## src/rtl/ipv4_upd_pkg.sv

```systemverilog
package ipv4_upd_pkg;
  localparam int unsigned WORD_W     = 16;
  localparam int unsigned BYTE_W     = 8;
  localparam int unsigned HOLD_WORDS = 6;   // words 0..5 up to and including checksum
  localparam int unsigned LEN_W      = 4;
  localparam int unsigned MIN_LEN    = 5;
  localparam int unsigned MAX_WORDS  = 2 * ((1 << LEN_W) - 1);
  localparam int unsigned CNT_W      = $clog2(MAX_WORDS + 1);
  localparam int unsigned TOS_IDX    = 0;
  localparam int unsigned TTL_IDX    = 4;
  localparam int unsigned CSUM_IDX   = 5;

  typedef logic [WORD_W-1:0] word_t;

  typedef enum logic [1:0] {
    ST_COLLECT = 2'd0,
    ST_EMIT    = 2'd1,
    ST_PASS    = 2'd2
  } upd_state_e;

  function automatic word_t oc_add(input word_t a, input word_t b);
    logic [WORD_W:0] s;
    s = {1'b0, a} + {1'b0, b};
    return s[WORD_W-1:0] + word_t'(s[WORD_W]);
  endfunction

  // incremental update: new = ~(~old + ~m + m')
  function automatic word_t csum_patch(input word_t old_c, input word_t m_old, input word_t m_new);
    return ~oc_add(oc_add(~old_c, ~m_old), m_new);
  endfunction
endpackage

```

## src/rtl/hdr_hold_buf.sv

```systemverilog
module hdr_hold_buf
  import ipv4_upd_pkg::*;
#(
  parameter int unsigned DEPTH = HOLD_WORDS,
  parameter int unsigned IDX_W = CNT_W
) (
  input  logic                   clk_i,
  input  logic                   rst_ni,
  input  logic                   wr_i,
  input  logic [IDX_W-1:0]       wr_idx_i,
  input  word_t                  wr_data_i,
  output word_t [DEPTH-1:0]      held_o
);
  for (genvar g = 0; g < DEPTH; g++) begin : g_slot
    word_t slot_q;
    always_ff @(posedge clk_i or negedge rst_ni) begin
      if (!rst_ni)                                      slot_q <= '0;
      else if (wr_i && (wr_idx_i == IDX_W'(g)))         slot_q <= wr_data_i;
    end
    assign held_o[g] = slot_q;
  end
endmodule

```

## src/rtl/hdr_edit.sv

```systemverilog
module hdr_edit
  import ipv4_upd_pkg::*;
#(
  parameter int unsigned DEPTH = HOLD_WORDS
) (
  input  word_t [DEPTH-1:0]  held_i,
  input  logic               tos_en_i,
  input  logic [BYTE_W-1:0]  tos_val_i,
  output word_t [DEPTH-1:0]  edited_o,
  output logic               exc_o
);
  logic [LEN_W-1:0]  len_f;
  logic [BYTE_W-1:0] ttl_f;
  word_t             w_tos_new, w_ttl_new, csum_a, csum_b;

  assign len_f = held_i[TOS_IDX][11:8];
  assign ttl_f = held_i[TTL_IDX][15:8];
  assign exc_o = (len_f < LEN_W'(MIN_LEN)) || (ttl_f < 8'd2);

  assign w_tos_new = tos_en_i ? {held_i[TOS_IDX][15:8], tos_val_i} : held_i[TOS_IDX];
  assign w_ttl_new = {ttl_f - 8'd1, held_i[TTL_IDX][7:0]};

  assign csum_a = csum_patch(held_i[CSUM_IDX], held_i[TTL_IDX], w_ttl_new);
  assign csum_b = tos_en_i ? csum_patch(csum_a, held_i[TOS_IDX], w_tos_new) : csum_a;

  for (genvar g = 0; g < DEPTH; g++) begin : g_word
    if (g == TOS_IDX) begin : g_tos
      assign edited_o[g] = exc_o ? held_i[g] : w_tos_new;
    end else if (g == TTL_IDX) begin : g_ttl
      assign edited_o[g] = exc_o ? held_i[g] : w_ttl_new;
    end else if (g == CSUM_IDX) begin : g_csum
      assign edited_o[g] = exc_o ? held_i[g] : csum_b;
    end else begin : g_keep
      assign edited_o[g] = held_i[g];
    end
  end
endmodule

```

## src/rtl/ipv4_fwd_upd.sv

```systemverilog
module ipv4_fwd_upd
  import ipv4_upd_pkg::*;
(
  input  logic        clk_i,
  input  logic        rst_ni,
  input  logic [15:0] in_data_i,
  input  logic        in_valid_i,
  output logic        in_ready_o,
  input  logic        tos_wr_en_i,
  input  logic [7:0]  tos_val_i,
  output logic [15:0] out_data_o,
  output logic        out_valid_o,
  input  logic        out_ready_i,
  output logic        exc_o
);
  upd_state_e            state_q;
  logic [CNT_W-1:0]      cnt_q;
  logic                  tos_en_q;
  logic [BYTE_W-1:0]     tos_val_q;
  word_t [HOLD_WORDS-1:0] held;
  word_t [HOLD_WORDS-1:0] edited;
  logic                  hdr_exc;
  logic                  in_fire, out_fire, collect_st, emit_st, pass_st;
  logic [CNT_W-1:0]      hdr_words, emit_idx;
  logic [LEN_W-1:0]      len_f;

  assign collect_st = (state_q == ST_COLLECT);
  assign emit_st    = (state_q == ST_EMIT);
  assign pass_st    = (state_q == ST_PASS);

  hdr_hold_buf #(.DEPTH(HOLD_WORDS), .IDX_W(CNT_W)) i_buf (
    .clk_i     (clk_i),
    .rst_ni    (rst_ni),
    .wr_i      (collect_st && in_valid_i),
    .wr_idx_i  (cnt_q),
    .wr_data_i (in_data_i),
    .held_o    (held)
  );

  hdr_edit #(.DEPTH(HOLD_WORDS)) i_edit (
    .held_i    (held),
    .tos_en_i  (tos_en_q),
    .tos_val_i (tos_val_q),
    .edited_o  (edited),
    .exc_o     (hdr_exc)
  );

  assign len_f     = held[TOS_IDX][11:8];
  assign hdr_words = (len_f < LEN_W'(MIN_LEN)) ? CNT_W'(2 * MIN_LEN) : {len_f, 1'b0};
  assign emit_idx  = (cnt_q < CNT_W'(HOLD_WORDS)) ? cnt_q : '0;

  always_comb begin
    in_ready_o  = 1'b0;
    out_valid_o = 1'b0;
    out_data_o  = '0;
    unique case (state_q)
      ST_COLLECT: in_ready_o = 1'b1;
      ST_EMIT: begin
        out_valid_o = 1'b1;
        out_data_o  = edited[emit_idx];
      end
      ST_PASS: begin
        in_ready_o  = out_ready_i;
        out_valid_o = in_valid_i;
        out_data_o  = in_data_i;
      end
      default: ;
    endcase
  end

  assign in_fire  = in_valid_i && in_ready_o;
  assign out_fire = out_valid_o && out_ready_i;
  assign exc_o    = hdr_exc && !collect_st;

  always_ff @(posedge clk_i or negedge rst_ni) begin
    if (!rst_ni) begin
      state_q   <= ST_COLLECT;
      cnt_q     <= '0;
      tos_en_q  <= 1'b0;
      tos_val_q <= '0;
    end else begin
      unique case (state_q)
        ST_COLLECT: if (in_fire) begin
          if (cnt_q == '0) begin
            tos_en_q  <= tos_wr_en_i;
            tos_val_q <= tos_val_i;
          end
          if (cnt_q == CNT_W'(HOLD_WORDS - 1)) begin
            state_q <= ST_EMIT;
            cnt_q   <= '0;
          end else begin
            cnt_q <= cnt_q + 1'b1;
          end
        end
        ST_EMIT: if (out_fire) begin
          if (cnt_q == CNT_W'(HOLD_WORDS - 1)) begin
            if (hdr_words > CNT_W'(HOLD_WORDS)) begin
              state_q <= ST_PASS;
              cnt_q   <= CNT_W'(HOLD_WORDS);
            end else begin
              state_q <= ST_COLLECT;
              cnt_q   <= '0;
            end
          end else begin
            cnt_q <= cnt_q + 1'b1;
          end
        end
        ST_PASS: if (out_fire) begin
          if (cnt_q == hdr_words - 1'b1) begin
            state_q <= ST_COLLECT;
            cnt_q   <= '0;
          end else begin
            cnt_q <= cnt_q + 1'b1;
          end
        end
        default: begin
          state_q <= ST_COLLECT;
          cnt_q   <= '0;
        end
      endcase
    end
  end

  logic unused_pass;
  assign unused_pass = pass_st;
endmodule

```

## config.mk

```make
export PLATFORM = sky130hd
export DESIGN_NAME = ipv4_fwd_upd
export DESIGN_NICKNAME = d
export VERILOG_FILES = /design/src/rtl/ipv4_upd_pkg.sv /design/src/rtl/hdr_hold_buf.sv /design/src/rtl/hdr_edit.sv /design/src/rtl/ipv4_fwd_upd.sv
export SDC_FILE = /design/constraint.sdc
export NUM_CORES = 1
export LEC_CHECK = 0
export ABC_AREA = 1
export ABC_CLOCK_PERIOD_IN_PS = 28000
export BUFFER_PORTS_ARGS = -buffer_cell sky130_fd_sc_hd__buf_4
export CAP_MARGIN = 10
export CORE_MARGIN = 1.5
export CORE_UTILIZATION = 45
export DETAILED_ROUTE_END_ITERATION = 10
export PLACE_DENSITY_LB_ADDON = 0.3
export SYNTH_ARGS = -nofsm -noshare
export SYNTH_HDL_FRONTEND = slang
export SYNTH_SLANG_ARGS = --single-unit
```

## constraint.sdc

```tcl
create_clock -name clk_i -period 28 [get_ports clk_i]
set_clock_uncertainty 0.2 [all_clocks]
set_input_delay 5.6 -clock clk_i [delete_from_list [all_inputs] [get_ports clk_i]]
set_output_delay 5.6 -clock clk_i [all_outputs]
set_load 0.01 [all_outputs]
```

-- Yosys cells after proc, flatten, opt, wreduce, memory -nomap -nowiden
Cells that the tools add are included.
- flip-flop bits (word level): 112
- input bits: 29
- word-level logic and storage cells: 91
- add/subtract/negate cells: 11
- multiplexer cells: 28
- bitwise operators: 6
- reduce and logical (&&, ||, !) cells: 17
- eq/ne operators: 14
- $lt $le $gt $ge: 5
- operators with widths (kind ; count):
    inverter 16 bit ; 6
    adder 16 x 16 -> 17 bit ; 4
    adder 16 x 1 -> 16 bit ; 4
    2-to-1 mux 16 bit ; 4
    binary-select mux 16 bit (select 3 bit) ; 1
    2-to-1 mux 5 bit ; 8
    case mux 16 bit (2 select lines) ; 1
    2-to-1 mux 8 bit ; 2
    case mux 5 bit (3 select lines) ; 1
    2-to-1 mux 2 bit ; 7
    equality test 5 x 2 -> 1 bit (second input constant) ; 2
    equality test 5 x 3 -> 1 bit (second input constant) ; 2
    logical AND 1 bit ; 10
    less-than comparator 8 x 2 -> 1 bit (second input constant) ; 1
    subtractor 8 x 1 -> 8 bit (second input constant) ; 1
    inequality test 2 x 1 -> 1 bit (second input constant) ; 3
    inequality test 2 bit (second input constant) ; 3
    case mux 2 bit (3 select lines) ; 1
    AND reduction 3 bit ; 2
    AND reduction 6 bit ; 1
    adder 5 x 1 -> 5 bit (second input constant) ; 1
    equality test 5 x 1 -> 1 bit (second input constant) ; 1
    equality test 5 bit ; 1
    greater-than comparator 5 x 3 -> 1 bit (second input constant) ; 1
    12 further kinds ; 13

-- Logic depth before layout (Yosys ltp)
- depth in word-level cells: 17
- mapped depth: 95
- depth with buffers taken out: 95

-- Hierarchy
From an unflattened synthesis, not the netlist that was laid out.
- cell total of the unflattened synthesis: 2037
- area, all modules: 12667.1 µm²
- by module, submodules not included (module ; area an instance (µm²) ; cells an instance ; times used):
    hdr_edit ; 6636.4 ; 1261 ; 1
    hdr_hold_buf ; 3890.0 ; 433 ; 1
    ipv4_fwd_upd ; 2140.8 ; 343 ; 1

-- Worst setup path after synthesis
Ideal clock, no wire load.
- kind: flip-flop to output port
- start point: register i_buf.g_slot[4].slot_q[0]
- end point: output port out_data_o[13]
- stages on the path, launching flop included: 91
- setup slack: 11.725 ns
- buffers on the path: 0
- data required time: 22.200 ns
- arrival time: 10.475 ns
- cell sequence: dfrtp_1 -> inv_1 -> ha_1 -> inv_1 -> fa_1 -> o21ai_2 -> a21oi_1 -> o21bai_2 -> nand3_1 -> a21boi_0 -> nor2_1 -> o21bai_1 -> ha_1 -> nand3_1 -> nor3_2 -> nand3_1 -> nor2_1 -> nand3_1 -> [55 not listed] -> o21bai_1 -> ha_1 -> nand2_1 -> nor2_1 -> nand3_1 -> nor2_1 -> nand2_1 -> nor2_1 -> nand2_1 -> nor2_1 -> xor2_1 -> nand2_1 -> nand3_1 -> nand2_1 -> nand2_1 -> nand2_1 -> nand2_1 -> a21oi_1
- cells in the longest elaborated chain, start to end: 17
- RTL lines (item ; line ; RTL):
    start, declared ; hdr_hold_buf.sv:15 ; word_t slot_q;
    start signal, assigned ; hdr_hold_buf.sv:18 ; else if (wr_i && (wr_idx_i == IDX_W'(g))) slot_q <= wr_data_i;
    inverter 16 bit ; ipv4_upd_pkg.sv:29 ; return ~oc_add(oc_add(~old_c, ~m_old), m_new);
    adder 16 x 16 -> 17 bit ; ipv4_upd_pkg.sv:23 ; s = {1'b0, a} + {1'b0, b};
    adder 16 x 1 -> 16 bit ; ipv4_upd_pkg.sv:24 ; return s[WORD_W-1:0] + word_t'(s[WORD_W]);
    adder 16 x 16 -> 17 bit (*) ; ipv4_upd_pkg.sv:23 ;
    adder 16 x 1 -> 16 bit (*) ; ipv4_upd_pkg.sv:24 ;
    inverter 16 bit (*) ; ipv4_upd_pkg.sv:29 ;
    inverter 16 bit ; ipv4_upd_pkg.sv:29 ;
    adder 16 x 16 -> 17 bit ; ipv4_upd_pkg.sv:23 ;
    adder 16 x 1 -> 16 bit ; ipv4_upd_pkg.sv:24 ;
    adder 16 x 16 -> 17 bit ; ipv4_upd_pkg.sv:23 ;
    adder 16 x 1 -> 16 bit ; ipv4_upd_pkg.sv:24 ;
    inverter 16 bit ; ipv4_upd_pkg.sv:29 ;
    2-to-1 mux 16 bit (*) ; hdr_edit.sv:24 ; assign csum_b = tos_en_i ? csum_patch(csum_a, held_i[TOS_IDX], w_tos_new) : csum_a;
    2-to-1 mux 16 bit (*) ; hdr_edit.sv:32 ; assign edited_o[g] = exc_o ? held_i[g] : csum_b;
    binary-select mux 16 bit (select 3 bit) (*) ; ipv4_fwd_upd.sv:60 ; out_data_o = edited[emit_idx];
    2-to-1 mux 16 bit (not written as such) (*) ; ipv4_fwd_upd.sv:60 ;
    case mux 16 bit (2 select lines) (*) ; ipv4_fwd_upd.sv:56 ; unique case (state_q)
    end, declared ; ipv4_fwd_upd.sv:11 ; output logic [15:0] out_data_o,
Every way passes the cells marked *; elsewhere a longest branch is shown, timed or not. The select of a mux whose other input is x is not followed.

-- Final worst setup path
- start point: register i_buf.g_slot[4].slot_q[0]
- end point: output port out_data_o[14]
Same word-level chain as after synthesis.

==> metrics.txt <==
outcome completed; chip width between 150 and 200 um; htree depth 3; Crit path arrival time approximately 13 ns; critical path class register to output pin; met3 WL approximately 2200 um; most frequent CP cell nand2_1; core area ~25,000 um^2; WL met1 between 15,000 and 20,000 um; reg-to-reg startpoint state_q[1]$_DFFE_PN0P_; slowest stage cell on the critical path o311ai_0; CP Depth 90; Setup Viol. Count Final 0; Initial Utilization between 40% and 50%; total of max-cap violations 0; Area growth, synth to finish 8.30%; final period utilization 66.1%; cell area after layout about 12,000 um^2; R2R Path End cnt_q[2]$_DFFE_PN0P_; post-CTS sizing 0; row count 57; Placed Cells roughly 2,100; met2 WL ~16,000 um; Setup Buffers After CTS 0; R2R Setup Slk between 20 and 25 ns; port bufs 47; synth warn 0; vias per cell around 5.4; DRT iter0 DRCs roughly 1,100; Synth Cell Area approximately 11,000 um^2; Synth area leader dfrtp_1; clock slew seen by the registers of the worst setup and hold paths 0.07 ns; register area share after synthesis 24.7%; cells after synthesis 1,793; placed cell area roughly 12,000 um^2; routed len/inst between 15 and 20 um; number of remaining DRC errors 0; largest net degree at the start of global routing 61; Synth top area share about a quarter; total negative slack 0 ns; endpoints failing hold 0; end of the critical path out_data_o[14]; Area contributors post-synth dfrtp_1 25%, nand2_1 19%, inv_1 9.3%; Req. time, crit path about 22 ns; Layout Nets slightly below 2,000; Crit. Startpoint i_buf.g_slot[4].slot_q[0]$_DFFE_PN0P_; Routed Antenna Nets 0; FF-to-FF path depth 12; final RePlAce weighted congestion a little over 0.9; Hold/Removal Path Class register to register; clk buf depth 2; root buf cell clkbuf_16; vias after detailed routing about 12,000; CTS Buf Count 9; share of layout cells above drive strength 1 about 8%; number of global-route vias before repair between 10,000 and 15,000; CP Buf/Inv Count 9; Die Footprint around 26,000 um^2; I/O pins between 40 and 50; hold slack roughly 0.29 ns; post-layout minimum cycle time 18.50 ns; Worst-Skew Late Latency around 0.36 ns; CP Launch Type register; Synth async-reset ratio between 90% and 100%; first-pass GRT wire length between 50,000 and 60,000 um; Hold Path Depth 2; Die Span Y 162 um; grt ovf 0; Highest Signal Layer met4; slowest stage delay, CP 0.44 ns; Most used DFF post-synth dfrtp_1; HPWL Detailed roughly 28,000 um; post-synthesis cell type count 58; drt total wl roughly 36,000 um; CP Capture Type output pin; CTS tree done; initial antenna violation count 0; Antenna Cells 0; cell family with the largest share of critical-path delay simple AND/OR/NAND/NOR gates; Yosys reg bits 112; RSZ-0062 raised after global routing no; Clock Sinks 112; GRT Total Usage a little over a quarter; Max Slew Vio Count 0; Syn Area/Cell around 6.3 um^2; Max Fclk between 50 and 60 MHz; final std cells w/o fill about 2,100; Slew HR between 20% and 30%; Critical Path Fanout Max 6; CTS Hold Buffers Added 0; Post-synth EDFFs 0; drt pass-1 iters 7; Worst Max-Slew Pin Slew approximately 1.2 ns; Syn Nets approximately 1,900
sequential cells by signal (all words and copies together), names as in the netlist:
signal and count:
state_q 2, cnt_q 5, tos_val_q 8, i_buf.g_slot.slot_q 96, tos_en_q 1
cell usage in the layout (no fill, tap or decap), types with 8 or more instances in the layout:
master / n
nand2_1: 563
inv_1: 280
o21ai_0: 164
dfrtp_1: 112
nand3_1: 109
a21oi_1: 97
nor2_1: 93
ha_1: 83
buf_4: 56
xor2_1: 35
xnor2_1: 22
nand4_1: 21
o211ai_1: 17
nand2_2: 13
inv_2: 12
nor2_2: 11
nor3_1: 9
clkbuf_16: 9
mux2_2: 8
synthesized netlist by cell type (3+ instances only):
cell	count
a211oi_1	4
a21oi_1	97
a21oi_2	4
a22oi_1	7
and2_1	4
buf_2	3
clkbuf_1	44
clkinv_1	3
dfrtp_1	112
fa_1	4
ha_1	83
inv_1	280
inv_2	12
mux2_2	8
nand2_1	563
nand2_2	13
nand3_1	109
nand3_2	3
nand3b_1	4
nand4_1	21
nor2_1	94
nor2_2	10
nor2_4	3
nor3_1	9
nor4_1	4
o211ai_1	17
o21a_1	3
o21ai_0	164
o21ai_1	4
o21ai_2	4
o21bai_1	7
o22ai_1	5
xnor2_1	22
xor2_1	35
xor2_2	5
kinds of logic after synthesis:
group | count (synthesis) | synth area share [%]
flops | 112 | 24.7
fa+ha+maj | 87 | 9.85
simple gates | 844 | 31.3
compound gates | 336 | 16.7
mux | 8 | 0.794
buf+inv | 343 | 11.4
xor+xnor | 63 | 5.26
metrics by stage:
stage	utilization (%)	setup slack (ns)
after CTS	50.0	9.59
after global placement	48.9	10.42
final	50.1	9.50
after floorplan	-	11.73
after detailed placement	48.9	10.05
after global routing	50.1	8.05
worst min path at each step:
stage	startpoint	to	slack (ns)
after floorplan	i_buf.g_slot[1].slot_q[10]$_DFFE_PN0P_	i_buf.g_slot[1].slot_q[10]$_DFFE_PN0P_	0.25
after global placement	i_buf.g_slot[1].slot_q[12]$_DFFE_PN0P_	i_buf.g_slot[1].slot_q[12]$_DFFE_PN0P_	0.26
after detailed placement	i_buf.g_slot[1].slot_q[13]$_DFFE_PN0P_	i_buf.g_slot[1].slot_q[13]$_DFFE_PN0P_	0.27
after CTS	i_buf.g_slot[1].slot_q[13]$_DFFE_PN0P_	i_buf.g_slot[1].slot_q[13]$_DFFE_PN0P_	0.29
after global routing	i_buf.g_slot[1].slot_q[11]$_DFFE_PN0P_	i_buf.g_slot[1].slot_q[11]$_DFFE_PN0P_	0.31
final	i_buf.g_slot[1].slot_q[13]$_DFFE_PN0P_	i_buf.g_slot[1].slot_q[13]$_DFFE_PN0P_	0.29
worst min-delay path, cell delays in order, from the launching register on:
cell,delay [ns]
dfrtp_1,0.35
nand2_1,0.05
o21ai_0,0.06
layer usage:
metal | global-route usage (%) | up-vias
met4 | 7.51 | 0
met2 | 45.2 | 393
met5 | 0 | -
li1 | - | 5783
met1 | 38.3 | 5380
met3 | 2.83 | 46
area by class of cell:
class	count	area (um^2)
inverters	295	1110
multi-input cells	1338	7260
clock inverters	5	41.3
repair buffers	57	448
well taps	324	405
fillers	2555	12200
flip-flops and latches	112	2800
clock buffers	10	229
Power is not shown: default switching activity piles up to over one toggle a cycle in this logic, so the estimate is an artifact.
